--- config.mk ---
export PLATFORM = sky130hd
export DESIGN_NAME = hz_stall_unit
export DESIGN_NICKNAME = d
export VERILOG_FILES = /design/src/rtl/hz_pkg.sv /design/src/rtl/hz_opclass.sv /design/src/rtl/hz_pair_cmp.sv /design/src/rtl/hz_shadow_pipe.sv /design/src/rtl/hz_stall_unit.sv
export SDC_FILE = /design/constraint.sdc
export NUM_CORES = 1
export LEC_CHECK = 0
export BUFFER_PORTS_ARGS = -buffer_cell sky130_fd_sc_hd__buf_2
export CELL_PAD_IN_SITES_DETAIL_PLACEMENT = 2
export CELL_PAD_IN_SITES_GLOBAL_PLACEMENT = 2
export CORE_ASPECT_RATIO = 1.5
export CORE_MARGIN = 2
export CORE_UTILIZATION = 31
export CTS_CLUSTER_DIAMETER = 60
export DETAILED_ROUTE_END_ITERATION = 16
export HOLD_SLACK_MARGIN = 0.08
export PLACE_DENSITY_LB_ADDON = 0.1
export SLEW_MARGIN = 10
export SYNTH_ARGS = -nofsm -noshare
export SYNTH_HDL_FRONTEND = slang
export SYNTH_SLANG_ARGS = --single-unit
--- constraint.sdc ---
create_clock -name clk -period 2.31 [get_ports clk]
set_clock_uncertainty 0.05 [all_clocks]
set_input_delay 0.3465 -clock clk [delete_from_list [all_inputs] [get_ports clk]]
set_output_delay 0.3465 -clock clk [all_outputs]
set_load 0.02 [all_outputs]
--- src/rtl/hz_pkg.sv ---
package hz_pkg;

    parameter int HZ_OP_W  = 5;
    parameter int HZ_REG_W = 5;

    typedef enum logic [1:0] {
        CLS_NOP   = 2'd0,
        CLS_ALU   = 2'd1,
        CLS_OTHER = 2'd2
    } hz_cls_e;

    typedef struct packed {
        logic [HZ_OP_W-1:0]  op;
        logic [HZ_REG_W-1:0] ra;
    } hz_dest_t;

endpackage

--- src/rtl/hz_opclass.sv ---
module hz_opclass
    import hz_pkg::*;
#(
    parameter int ALU_OP_LO = 12,
    parameter int ALU_OP_HI = 27,
    parameter int NOP_OP    = 0
) (
    input  logic [HZ_OP_W-1:0] op,
    output hz_cls_e            cls
);

    always_comb begin
        if (int'(op) == NOP_OP)
            cls = CLS_NOP;
        else if (int'(op) >= ALU_OP_LO && int'(op) <= ALU_OP_HI)
            cls = CLS_ALU;
        else
            cls = CLS_OTHER;
    end

endmodule

--- src/rtl/hz_pair_cmp.sv ---
module hz_pair_cmp
    import hz_pkg::*;
(
    input  hz_cls_e             cons_cls,
    input  logic [HZ_REG_W-1:0] cons_rb,
    input  logic [HZ_REG_W-1:0] cons_rc,
    input  hz_cls_e             prod_cls,
    input  logic [HZ_REG_W-1:0] prod_ra,
    output logic                hit
);

    logic both_alu;
    logic reg_match;

    always_comb begin
        both_alu  = (cons_cls == CLS_ALU) && (prod_cls == CLS_ALU);
        reg_match = (prod_ra == cons_rb) || (prod_ra == cons_rc);
        hit       = both_alu && reg_match;
    end

endmodule

--- src/rtl/hz_shadow_pipe.sv ---
module hz_shadow_pipe
    import hz_pkg::*;
#(
    parameter int DEPTH  = 3,
    parameter int NOP_OP = 0
) (
    input  logic                 clk,
    input  logic                 rst_n,
    input  logic                 load_nop,
    input  hz_dest_t             in_dest,
    output hz_dest_t [DEPTH-1:0] stage_q
);

    localparam hz_dest_t NOP_DEST = '{op: HZ_OP_W'(NOP_OP), ra: '0};

    always_ff @(posedge clk or negedge rst_n) begin
        if (!rst_n)
            stage_q[0] <= NOP_DEST;
        else if (load_nop)
            stage_q[0] <= NOP_DEST;
        else
            stage_q[0] <= in_dest;
    end

    for (genvar k = 1; k < DEPTH; k++) begin : g_stage
        always_ff @(posedge clk or negedge rst_n) begin
            if (!rst_n)
                stage_q[k] <= NOP_DEST;
            else
                stage_q[k] <= stage_q[k-1];
        end
    end

endmodule

--- src/rtl/hz_stall_unit.sv ---
module hz_stall_unit
    import hz_pkg::*;
#(
    parameter int IR_W      = 32,
    parameter int ALU_OP_LO = 12,
    parameter int ALU_OP_HI = 27,
    parameter int NOP_OP    = 0,
    parameter int DEPTH     = 3
) (
    input  logic            clk,
    input  logic            rst_n,
    input  logic [IR_W-1:0] dec_ir,
    output logic            pause,
    output logic            bubble
);

    localparam int OP_LSB = IR_W - HZ_OP_W;
    localparam int RA_LSB = OP_LSB - HZ_REG_W;
    localparam int RB_LSB = RA_LSB - HZ_REG_W;
    localparam int RC_LSB = RB_LSB - HZ_REG_W;

    logic [HZ_OP_W-1:0]   dec_op;
    logic [HZ_REG_W-1:0]  dec_ra;
    logic [HZ_REG_W-1:0]  dec_rb;
    logic [HZ_REG_W-1:0]  dec_rc;
    hz_cls_e              dec_cls;
    hz_dest_t             dec_dest;
    hz_dest_t [DEPTH-1:0] stage_q;
    logic [DEPTH-1:0]     hit;
    logic                 unused_lsbs;

    assign dec_op      = dec_ir[OP_LSB +: HZ_OP_W];
    assign dec_ra      = dec_ir[RA_LSB +: HZ_REG_W];
    assign dec_rb      = dec_ir[RB_LSB +: HZ_REG_W];
    assign dec_rc      = dec_ir[RC_LSB +: HZ_REG_W];
    assign dec_dest    = '{op: dec_op, ra: dec_ra};
    assign unused_lsbs = ^dec_ir[RC_LSB-1:0];

    hz_opclass #(
        .ALU_OP_LO(ALU_OP_LO),
        .ALU_OP_HI(ALU_OP_HI),
        .NOP_OP   (NOP_OP)
    ) u_dec_cls (
        .op (dec_op),
        .cls(dec_cls)
    );

    hz_shadow_pipe #(
        .DEPTH (DEPTH),
        .NOP_OP(NOP_OP)
    ) u_shadow (
        .clk     (clk),
        .rst_n   (rst_n),
        .load_nop(pause),
        .in_dest (dec_dest),
        .stage_q (stage_q)
    );

    for (genvar k = 0; k < DEPTH; k++) begin : g_cmp
        hz_cls_e prod_cls;

        hz_opclass #(
            .ALU_OP_LO(ALU_OP_LO),
            .ALU_OP_HI(ALU_OP_HI),
            .NOP_OP   (NOP_OP)
        ) u_prod_cls (
            .op (stage_q[k].op),
            .cls(prod_cls)
        );

        hz_pair_cmp u_cmp (
            .cons_cls(dec_cls),
            .cons_rb (dec_rb),
            .cons_rc (dec_rc),
            .prod_cls(prod_cls),
            .prod_ra (stage_q[k].ra),
            .hit     (hit[k])
        );
    end

    assign pause  = |hit;
    assign bubble = pause;

endmodule

Word level (Yosys, flattened, before mapping)
Index checks and enable logic that the tools add are counted.
- bits in registers: 30
- output and inout port bits: 2
- magnitude comparators: 8
- equal/unequal tests: 10
- multiplexer cells: 9
- reductions and logical operators: 18
- operators by type and width (kind ; number):
    $eq 5x5->1 ; 6
    $ge 5x4->1 const B ; 4
    $le 5x5->1 const B ; 4
    $logic_not 5->1 ; 4
    $mux 2 ; 8
    $logic_and 1x1->1 ; 10
    $mux 10 ; 1
    $eq 2x1->1 const B ; 4
    $logic_or 1x1->1 ; 3
    $reduce_or 3->1 ; 1

Logic depth before layout (Yosys ltp)
- depth after elaboration: 9
- mapped depth: 6

Modules after synthesis
A second synthesis with hierarchy kept.
- cells, all modules: 110
- area total of the unflattened synthesis: 1365.1 sq um
- modules (own cells, without submodules) (module ; instances ; cells each ; area an instance (sq um) ; seq. area each (sq um)):
    hz_shadow_pipe ; 1 ; 40 ; 813.3 ; 750.7
    hz_pair_cmp ; 3 ; 16 ; 132.6 ; 0.0
    hz_opclass ; 4 ; 5 ; 35.0 ; 0.0
    hz_stall_unit ; 1 ; 2 ; 13.8 ; 0.0

Least setup slack after synthesis
Ideal clock, no wire load.
- path type: reg2out
- start: reg u_shadow.stage_q[19] (netlist name)
- end: out pause
- data arrival time: 1.565 ns
- data required time: 1.914 ns
- path slack: 0.348 ns
- stages on the path, launching flop included: 7
- cell sequence: dfrtp_1 nand3b_1 a211oi_2 a22oi_2 nor2_4 or2_1 buf_4
- longest elaborated chain between the ends: 8
- ends and longest elaborated chain (what ; RTL line ; RTL):
    $ge 5x4->1 or $le 5x5->1 (tied branches) ; hz_opclass.sv:15 ; else if (int'(op) >= ALU_OP_LO && int'(op) <= ALU_OP_HI)
    $logic_and 1x1->1 ; hz_opclass.sv:15 ;
    $mux 2 ; hz_opclass.sv:15 ;
    $mux 2 * ; hz_opclass.sv:13 ; if (int'(op) == NOP_OP)
    $eq 2x1->1 * ; hz_pair_cmp.sv:16 ; both_alu = (cons_cls == CLS_ALU) && (prod_cls == CLS_ALU);
    $logic_and 1x1->1 * ; hz_pair_cmp.sv:16 ;
    $logic_and 1x1->1 * ; hz_pair_cmp.sv:18 ; hit = both_alu && reg_match;
    $reduce_or 3->1 * ; hz_stall_unit.sv:81 ; assign pause = |hit;
    end: declaration ; hz_stall_unit.sv:13 ; output logic pause,
Every way passes the cells marked *; elsewhere a longest branch is shown, timed or not.

Worst setup path in the final report
- start: reg u_shadow.stage_q[12] (netlist name)
- end: out pause
- longest elaborated chain between the ends: 4
- ends and longest elaborated chain (what ; RTL line ; RTL):
    $eq 5x5->1 ; hz_pair_cmp.sv:17 ; reg_match = (prod_ra == cons_rb) || (prod_ra == cons_rc);
    $logic_or 1x1->1 * ; hz_pair_cmp.sv:17 ;
    $logic_and 1x1->1 * ; hz_pair_cmp.sv:18 ;
    $reduce_or 3->1 * ; hz_stall_unit.sv:81 ;
Marked as above.

==> impl_results.md <==
- Synth Register Bits: 24
- Yosys warning total: 0
- Pin count of the biggest net entering global routing: 25
- Design Area, Final: 1420 µm²
- GPL Wtd Cong: 0.735
- Via count: 770
- Async SR Flop Fraction: 1.00
- Worst setup SP type: flop
- Worst setup EP type: primary output
- CTS Buffer Depth: 2
- Worst skew pair latency: 0.27 ns
- Total of max-cap violations: 0
- Post-CTS setup buffers: 0
- Port Buffers: 21
- Synth Cell Area: 1180 µm²
- Fin util: 0.388
- Wirelength per Cell: 15.7 µm
- Switching fraction of total power: 0.251
- Critical path class: flop to primary output
- Clock-pin slew on the worst setup and hold paths: 0.09 ns
- Post-synth EDFFs: 0
- Cell Int Power: 0.775 mW
- Final HPWL DP: 2.09 mm
- Die Y: 79.5 µm
- Overall routing resource usage: 0.144
- Busiest layer in global routing: met2
- Biggest register: u_shadow.stage_q
- Antenna-violating nets left: 0
- DRC errors left: 0
- Top Ports: 36
- Clock power share: 0.359
- Grt ovf: 0
- Tmin final: 2.12 ns
- CTS tree: built
- Routing usage on met2: 0.241
- Max reg flops: 24
- Drt via density: 4.75
- Tightest Hold Check Type: primary input to flop
- Global-route met1 utilization: 0.181
- Hold WS: 0.264 ns
- Primary FF master, synth: dfrtp_1
- Biggest regs: u_shadow.stage_q x24
- Total power draw: 1.03 mW
- Slew Viols, Final: 0
- Starting DRT DRC Count: 9
- Initial Util: 0.323
- NetSw: 0.259 mW
- Met3 global-route usage: 0.0225
- Cell Area, Placed: 1330 µm²
- First-pass GRT wire length: 4.38 mm
- Synth Instances: 93
- Post-synth cell types: 20
- Cell row count: 27
- Initial antenna violation count: 0
- CTS buffer count: 3
- TritonRoute pass-1 iters: 4
- Synth Area per Inst: 12.7 µm²
- Slew headroom: 0.634
- Setup-failing EPs final: 0
- Part of the Yosys area used for sequential elements: 0.510
- Crit-path max FO: 3
- Leak: 0.610 nW
- H-tree depth: 1
- FF+latch area: 601 µm²
- Fill count: 392
- RSZ-0062 raised after global routing: no
- Setup TNS: 0 ns
- Arrival @ worst endpoint: 1.72 ns
- Synthesized Nets: 127
- Seq pwr share: 0.474
- Peak VDD IR: 0.000489 V
- Area occupied by multi-input gates: 559 µm²
- Area growth syn-to-layout: 20.1%
- Gate power share: 0.167
- Die width: 54.3 µm
- CTS Sinks: 24
- Vias in the first global route: 849
- Final Hold Violating Endpoints: 0
- Ratio of cells with drive above 1 in the final layout: 0.345
- Fmax: 0.473 GHz
- Critical path required time: 1.91 ns
- Tightest Pin Transition: 0.549 ns
- Area of the core: 3650 µm²
- Fin crit share: 0.916
- Root buffer cell: clkbuf_8
- Nets: 154
- Final WL: 2.54 mm
- Inserted Diodes: 0
- Pwr/cell area: 731 nW/µm²
- Die ar.: 4320 µm²
- Outcome: complete, no violations
## cell usage after synthesis (all sizes together) (2+ instances only)
cell type / count / area (µm²)
nor3: 2 / 10.0
nand3: 4 / 20.0
nor2: 3 / 18.8
buf: 2 / 18.8
dfrtp: 24 / 601
o22ai: 2 / 12.5
a211oi: 2 / 25.0
xor2: 13 / 121
nand2: 7 / 26.3
xnor2: 20 / 175
nor3b: 8 / 100
## power groups by stage
stage / sequential (mW) / combinational (mW) / clock (mW)
detailed placement: 0.500 / 0.176 / 0
global route: 0.498 / 0.193 / 0.403
floorplan: 0.491 / 0.117 / 0
global placement: 0.496 / 0.171 / 0
finish: 0.490 / 0.172 / 0.371
CTS: 0.492 / 0.179 / 0.382
## final cells by class
class | count | area share
repair buffers | 24 | 0.0920
multi-input cells | 67 | 0.395
clock buffers | 3 | 0.0292
flip-flops and latches | 24 | 0.424
clock inverters | 1 | 0.0212
well taps | 43 | 0.0380
## worst paths after layout
| check | from | to | slack [ns] | cells after the start |
|---|---|---|---|---|
| setup reg to reg | u_shadow.stage_q[12] | u_shadow.stage_q[2] | 0.74 | 6 |
| setup / recovery | u_shadow.stage_q[12] | pause | 0.19 | 6 |
| min in group asynchronous | rst_n | u_shadow.stage_q[23] | 0.54 | 2 |
| hold / removal | dec_ir[25] | u_shadow.stage_q[3] | 0.26 | 2 |
| max in group asynchronous | rst_n | u_shadow.stage_q[10] | 1.31 | 2 |
| hold reg to reg | u_shadow.stage_q[8] | u_shadow.stage_q[18] | 0.34 | 0 |
## per-stage QoR
stage	std cells	worst slack, ns
finish	162	0.194
global route	162	0.0725
CTS	162	0.140
detailed placement	157	0.370
global placement	157	0.381
floorplan	93	0.348
## cells in the final DEF (no fill, tap or decap), types with 2 or more instances in the layout
master,synthesis,layout
buf_4,1,2
nor3b_2,8,8
clkbuf_8,0,3
nor3_1,2,2
xor2_1,12,12
o22ai_1,2,2
buf_2,0,21
a211oi_2,2,2
nor2_1,2,2
dfrtp_1,24,24
nand3_1,4,4
nand2_1,7,7
xnor2_1,20,20
## repair_timing
action,CTS,global route
resized for setup,0,0
hold buffers,1,0
hold endpoints to repair,24,0
## cell families after synthesis
family / after synthesis / synth area share
xor+xnor: 33 / 0.252
simple gates: 26 / 0.160
flops: 24 / 0.510
compound gates: 8 / 0.0626
buf+inv: 2 / 0.0159
## critical path: stages (launching register included)
cell	delay (ns)
dfrtp_1	0.42
xor2_1	0.15
nor3_1	0.32
a22oi_2	0.17
nor2_4	0.11
or2_1	0.11
buf_2	0.16
## layer usage
metal	vias up	part of all wire
li1	358	-
met1	388	0.40
met2	19	0.54
met3	5	0.038
met4	0	0.020
met5	-	0
No activity file was read; power rests on OpenSTA's default activity.
